==> src/rtl/bsl_pkg.sv <==
package bsl_pkg;
  // lane positions of the raw serial lines inside the synchronizer vector
  localparam int LANE_DATA  = 0;
  localparam int LANE_CLK   = 1;
  localparam int LANE_LOAD  = 2;
  localparam int LANES      = 3;
  // lanes that need a rising-edge detector (shift clock and load strobe)
  localparam int EDGE_LANES = 2;
  localparam int EDGE_BASE  = LANE_CLK;
endpackage

==> src/rtl/bsl_sync.sv <==
module bsl_sync #(
  parameter int N      = 3,
  parameter int STAGES = 2
) (
  input  logic         clk,
  input  logic         rst_n,
  input  logic [N-1:0] async_i,
  output logic [N-1:0] sync_o
);
  localparam int LAST = STAGES - 1;

  logic [STAGES-1:0][N-1:0] stage_q;

  always_ff @(posedge clk or negedge rst_n) begin
    if (!rst_n) stage_q <= '0;
    else        stage_q <= {stage_q[LAST-1:0], async_i};
  end

  assign sync_o = stage_q[LAST];
endmodule

==> src/rtl/bsl_rise.sv <==
module bsl_rise (
  input  logic clk,
  input  logic rst_n,
  input  logic level_i,
  output logic rise_o
);
  logic prev_q;

  always_ff @(posedge clk or negedge rst_n) begin
    if (!rst_n) prev_q <= 1'b0;
    else        prev_q <= level_i;
  end

  assign rise_o = level_i & ~prev_q;
endmodule

==> src/rtl/bsl_shifter.sv <==
module bsl_shifter #(
  parameter int WIDTH = 4
) (
  input  logic             clk,
  input  logic             rst_n,
  input  logic             shift_en,
  input  logic             bit_in,
  output logic [WIDTH-1:0] sr_q
);
  // new bit enters at the bottom; the oldest bit leaves at the top
  function automatic logic [WIDTH-1:0] push_bit(input logic [WIDTH-1:0] cur,
                                                input logic b);
    return {cur[WIDTH-2:0], b};
  endfunction

  always_ff @(posedge clk or negedge rst_n) begin
    if (!rst_n)        sr_q <= '0;
    else if (shift_en) sr_q <= push_bit(sr_q, bit_in);
  end
endmodule

==> src/rtl/bsl_latch.sv <==
module bsl_latch #(
  parameter int WIDTH = 4
) (
  input  logic             clk,
  input  logic             rst_n,
  input  logic             load_en,
  input  logic [WIDTH-1:0] d,
  output logic [WIDTH-1:0] q
);
  always_ff @(posedge clk or negedge rst_n) begin
    if (!rst_n)       q <= '0;
    else if (load_en) q <= d;
  end
endmodule

==> src/rtl/bsl_ctl_latch.sv <==
module bsl_ctl_latch #(
  parameter int WIDTH       = 4,
  parameter int SYNC_STAGES = 2
) (
  input  logic             clk,
  input  logic             rst_n,
  input  logic             ser_data_i,
  input  logic             ser_clk_i,
  input  logic             ser_load_i,
  output logic [WIDTH-1:0] ctl_q
);
  import bsl_pkg::*;

  logic [LANES-1:0]      raw_v;
  logic [LANES-1:0]      lvl_v;
  logic [EDGE_LANES-1:0] edge_v;

  // named internal events, used by the bound checker
  logic             data_s;
  logic             shift_rise;
  logic             load_rise;
  logic [WIDTH-1:0] shift_q;

  always_comb begin
    raw_v            = '0;
    raw_v[LANE_DATA] = ser_data_i;
    raw_v[LANE_CLK]  = ser_clk_i;
    raw_v[LANE_LOAD] = ser_load_i;
  end

  bsl_sync #(.N(LANES), .STAGES(SYNC_STAGES)) u_sync (
    .clk     (clk),
    .rst_n   (rst_n),
    .async_i (raw_v),
    .sync_o  (lvl_v)
  );

  for (genvar g = 0; g < EDGE_LANES; g++) begin : g_edge
    bsl_rise u_rise (
      .clk     (clk),
      .rst_n   (rst_n),
      .level_i (lvl_v[EDGE_BASE + g]),
      .rise_o  (edge_v[g])
    );
  end

  assign data_s     = lvl_v[LANE_DATA];
  assign shift_rise = edge_v[LANE_CLK - EDGE_BASE];
  assign load_rise  = edge_v[LANE_LOAD - EDGE_BASE];

  bsl_shifter #(.WIDTH(WIDTH)) u_shift (
    .clk      (clk),
    .rst_n    (rst_n),
    .shift_en (shift_rise),
    .bit_in   (data_s),
    .sr_q     (shift_q)
  );

  bsl_latch #(.WIDTH(WIDTH)) u_latch (
    .clk     (clk),
    .rst_n   (rst_n),
    .load_en (load_rise),
    .d       (shift_q),
    .q       (ctl_q)
  );
endmodule

==> config.mk <==
export PLATFORM = sky130hd
export DESIGN_NAME = bsl_ctl_latch
export DESIGN_NICKNAME = d
export VERILOG_FILES = /design/src/rtl/bsl_pkg.sv /design/src/rtl/bsl_sync.sv /design/src/rtl/bsl_rise.sv /design/src/rtl/bsl_shifter.sv /design/src/rtl/bsl_latch.sv /design/src/rtl/bsl_ctl_latch.sv
export SDC_FILE = /design/constraint.sdc
export NUM_CORES = 1
export LEC_CHECK = 0
export ABC_AREA = 1
export ABC_CLOCK_PERIOD_IN_PS = 970
export BUFFER_PORTS_ARGS = -buffer_cell sky130_fd_sc_hd__buf_2
export CORE_AREA = 2 2 39 41
export DETAILED_ROUTE_END_ITERATION = 8
export DIE_AREA = 0 0 41 43
export PLACE_DENSITY_LB_ADDON = 0.1
export SYNTH_ARGS = -nofsm -noshare
export SYNTH_HDL_FRONTEND = slang
export SYNTH_SLANG_ARGS = --single-unit
export TNS_END_PERCENT = 100
==> constraint.sdc <==
create_clock -name clk -period 0.97 [get_ports clk]
set_input_delay 0 -clock clk [delete_from_list [all_inputs] [get_ports clk]]
set_output_delay 0 -clock clk [all_outputs]
set_load 0.1 [all_outputs]
## Word-level counts from Yosys, hierarchy flattened

Cells that the tools add are included.

- Input port bits: 5
- Logic and storage cells: 10
- Output and inout bits: 4
- Flip-flop bits (word level): 16

- Bitwise gates (word level): 4

Operators with widths:

| operator | number |
|---|---|
| $and A1 B1 Y1 | 2 |
| $not A1 Y1 | 2 |

## Longest topological paths before layout

- Depth in word-level cells: 2
- Gate-level depth with buffers: 4

## Cells and area by module

From an unflattened synthesis, not the netlist that was laid out.

- Cells, all modules: 49
- Area, all modules: 540.5 µm²

Modules (own cells, without submodules):

| module | times used | area an instance (µm²) | cells an instance |
|---|---|---|---|
| bsl_sync | 1 | 172.7 | 9 |
| bsl_latch | 1 | 148.9 | 17 |
| bsl_shifter | 1 | 148.9 | 17 |
| bsl_rise | 2 | 35.0 | 3 |

## Worst setup path before layout

OpenSTA, ideal clock, no wires.

- Path kind: reg2reg
- Start: register u_latch.q[0] (netlist name)
- End: register u_latch.q[0]
- Data arrival time: 1.079 ns
- Buffers on the path: 0
- Data required time: 0.903 ns
- Period minus slack after synthesis: 1.146 ns
- Cell stages (with the launch flop): 3
- Setup slack: -0.176 ns
- Cell sequence: dfrtp_1 > nand2_1 > nand2_1

RTL lines:

| item | RTL line | text |
|---|---|---|
| end signal: assignment | bsl_latch.sv:11 | `if (!rst_n) q <= '0;` |
| end signal: assignment | bsl_latch.sv:12 | `else if (load_en) q <= d;` |
| end: declaration | bsl_latch.sv:8 | `output logic [WIDTH-1:0] q` |

## Worst setup path after layout

- Start: register u_latch.q[3]
- End: output port ctl_q[3]

RTL lines:

| item | RTL line | text |
|---|---|---|
| end: declaration | bsl_ctl_latch.sv:10 | `output logic [WIDTH-1:0] ctl_q` |

No word-level cell between the ends.

==> flow_metrics.env <==
export IMPL_r2r_slack_ps=130
export IMPL_synth_edf_count=0
export IMPL_reg2reg_depth=4
export IMPL_core_area_sq_um=1384
export IMPL_antenna_found_initial=0
export IMPL_port_buffer_count=8
export IMPL_ys_seq_elements=16
export IMPL_cts_tree="done"
export IMPL_insertion_delay_ps=280
export IMPL_crit_slowest_cell="dfrtp_2"
export IMPL_ir_drop_uv=1299
export IMPL_p_leak_nw=0.3555
export IMPL_fin_ws_ps=86.23
export IMPL_rsz0062_at_grt="no"
export IMPL_grt_pass1_wl_um=1421
export IMPL_p_per_area_nw_per_um2=2269
export IMPL_min_period_over_period_pct=91.11
export IMPL_die_w_um=41
export IMPL_multi_input_area_sq_um=112.6
export IMPL_critPathBufInv=1
export IMPL_crit_family="flip-flops"
export IMPL_drive_above_1_share_pct=28.33
export IMPL_grt_pass1_vias=362
export IMPL_route_detailed_wl_per_inst_um=11.46
export IMPL_path_depth=1
export IMPL_synth_top_area_share_pct=76.92
export IMPL_first_pass_iters=4
export IMPL_diodes=0
export IMPL_syn_avg_cell_area_sq_um=11.83
export IMPL_critical_path_max_stage_delay_ps=430
export IMPL_yosys_area_top_type="dfrtp_1"
export IMPL_maxSlewViolCount=0
export IMPL_tightest_slew_ps=344.1
export IMPL_ioPinCount=9
export IMPL_rows=14
export IMPL_netlist_area_sq_um=520.5
export IMPL_clk_transition_reported_paths_ps=80
export IMPL_syn_nets=49
export IMPL_synthArstFlopShare_pct=100.0
export IMPL_overflow=0
export IMPL_crit_required_ps=970
export IMPL_setup_violations_final=0
export IMPL_critPathKind="flop to output pin"
export IMPL_drt_iter0_markers=13
export IMPL_synth_seq_area_share_pct=76.92
export IMPL_clock_fmax_mhz=1132
export IMPL_numCtsBuffers=3
export IMPL_htree_levels=1
export IMPL_clock_path_buffers=2
export IMPL_fin_crit_ps=883.8
export IMPL_antenna_left=0
export IMPL_vias_per_cell=4.776
export IMPL_ys_top_cells_by_area="dfrtp_1 77%, nand2_1 12%, nand3_1 7.7%, nand2_2 2.4%, inv_1 1.4%"
export IMPL_drv_cap=0
export IMPL_start_util_pct=37.61
export IMPL_dpl_instance_area_sq_um=645.6
export IMPL_dieArea_sq_um=1763
export IMPL_fin_nets=66
export IMPL_die_h_um=43
export IMPL_dp_final_hpwl_um=619.5
export IMPL_yosysUniqueCellTypes=5
export IMPL_synthFlopType="dfrtp_1"
export IMPL_hp_class="input port to asynchronous set/reset pin"
export IMPL_post_route_util_pct=51.45
export IMPL_area_growth_pct=36.78
export IMPL_place_gp_congestion=0.5938
export IMPL_grt_max_degree=17
export IMPL_drc=0
export IMPL_start_kind="flop"
export IMPL_grt_usage_pct=12.94
export IMPL_clkSinkCount=16
export IMPL_cp_arrival_ps=880
export IMPL_netlist_top_cells_count="16 x dfrtp_1, 16 x nand2_1, 8 x nand3_1, 2 x inv_1, 2 x nand2_2"
export IMPL_fin_area_sq_um=711.9
export IMPL_place_ws_ps=165.6
export IMPL_cts_root_buf="clkbuf_4"
export IMPL_startpoint="u_latch.q[3]$_DFFE_PN0P_"
export IMPL_fill_cells=118
export IMPL_slew_headroom_pct=77.06
export IMPL_crit_path_cell_trace="buf_12"
export IMPL_yosysWarnings=0
export IMPL_cp_max_fo=2
export IMPL_fin_tns_setup_ps=0
export IMPL_end_kind="output pin"
export IMPL_finalWirelength_um=871
export IMPL_finalHoldViolCount=0
export IMPL_regArea_sq_um=405.4
export IMPL_vias=363
export IMPL_timing_hold_ws_ps=154.5
export IMPL_finClkSkew_ps=3.106
export IMPL_netlist_instances=44
export IMPL_r2r_start="g_edge[1].u_rise.prev_q$_DFF_PN0_"
export IMPL_status="finished, final reports clean"
==> what timing repair did <==
item / 4_1_cts / 5_1_grt
hold endpoints to repair: 19 / 0
buffers inserted: 0 / 0
gates resized for setup: 0 / 0
hold buffers: 4 / 0
==> cell families after synthesis <==
kind of cell,synth area share [%]
buf+inv,1.443
simple gates,21.63
flops,76.92
==> flip-flops by register name, indices dropped and copies added, names as in the netlist <==
register              count
g_edge.u_rise.prev_q      2
u_latch.q                 4
u_shift.sr_q              4
u_sync.stage_q            3
u_sync.sync_o             3
==> per-stage QoR <==
stage                     total power (W)  std cells
final                            0.001616         76
after global placement           0.001264         68
after CTS                        0.001639         76
after floorplan                  0.001080         44
after detailed placement         0.001277         68
after global routing             0.001695         76
==> power by group <==
part	total, W	switching [W]	leakage [nW]	internal [W]
clock network	0.000344	0.000185	0.0150	0.000159
registers	0.000815	0.0000679	0.191	0.000747
logic	0.000456	0.000295	0.149	0.000161
total	0.00162	0.000548	0.355	0.00107
==> worst paths after layout <==
check                                             endpoint
worst max-delay path                              ctl_q[3]
worst max register to register    u_latch.q[0]$_DFFE_PN0P_
worst min-delay path            u_sync.sync_o[2]$_DFF_PN0_
worst min register to register  u_sync.sync_o[0]$_DFF_PN0_
min in group clk                u_sync.sync_o[0]$_DFF_PN0_
max in group asynchronous         u_latch.q[2]$_DFFE_PN0P_
==> cells in the final DEF (no fill, tap or decap) <==
master,n
nand3_1,8
inv_1,2
clkbuf_4,3
nand2_2,2
dlygate4sd3_1,4
buf_2,4
clkbuf_1,1
dfrtp_2,4
dfrtp_1,12
nand2_1,16
buf_12,4
==> layer usage <==
layer | part of all wire (%) | track usage (%)
met5 | 0 | 0
met4 | 1.1 | 10.00
met3 | 4.5 | 4.712
met2 | 52 | 20.63
met1 | 42 | 12.46
==> layout make-up <==
| type | instances | area share [%] |
|---|---|---|
| Clock buffer | 4 | 3.691 |
| Inverter | 2 | 1.054 |
| Multi-Input combinational cell | 26 | 15.82 |
| Sequential cell | 16 | 56.94 |
| Tap cell | 16 | 2.812 |
| Timing Repair Buffer | 12 | 19.68 |
==> worst register-to-register path, cell delays in order, from the launching register on <==
cell and delay, ps:
dfrtp_1 380, inv_1 140, nand2_2 100, nand2_1 60, nand2_1 50
(Power assumes the default switching activity.)
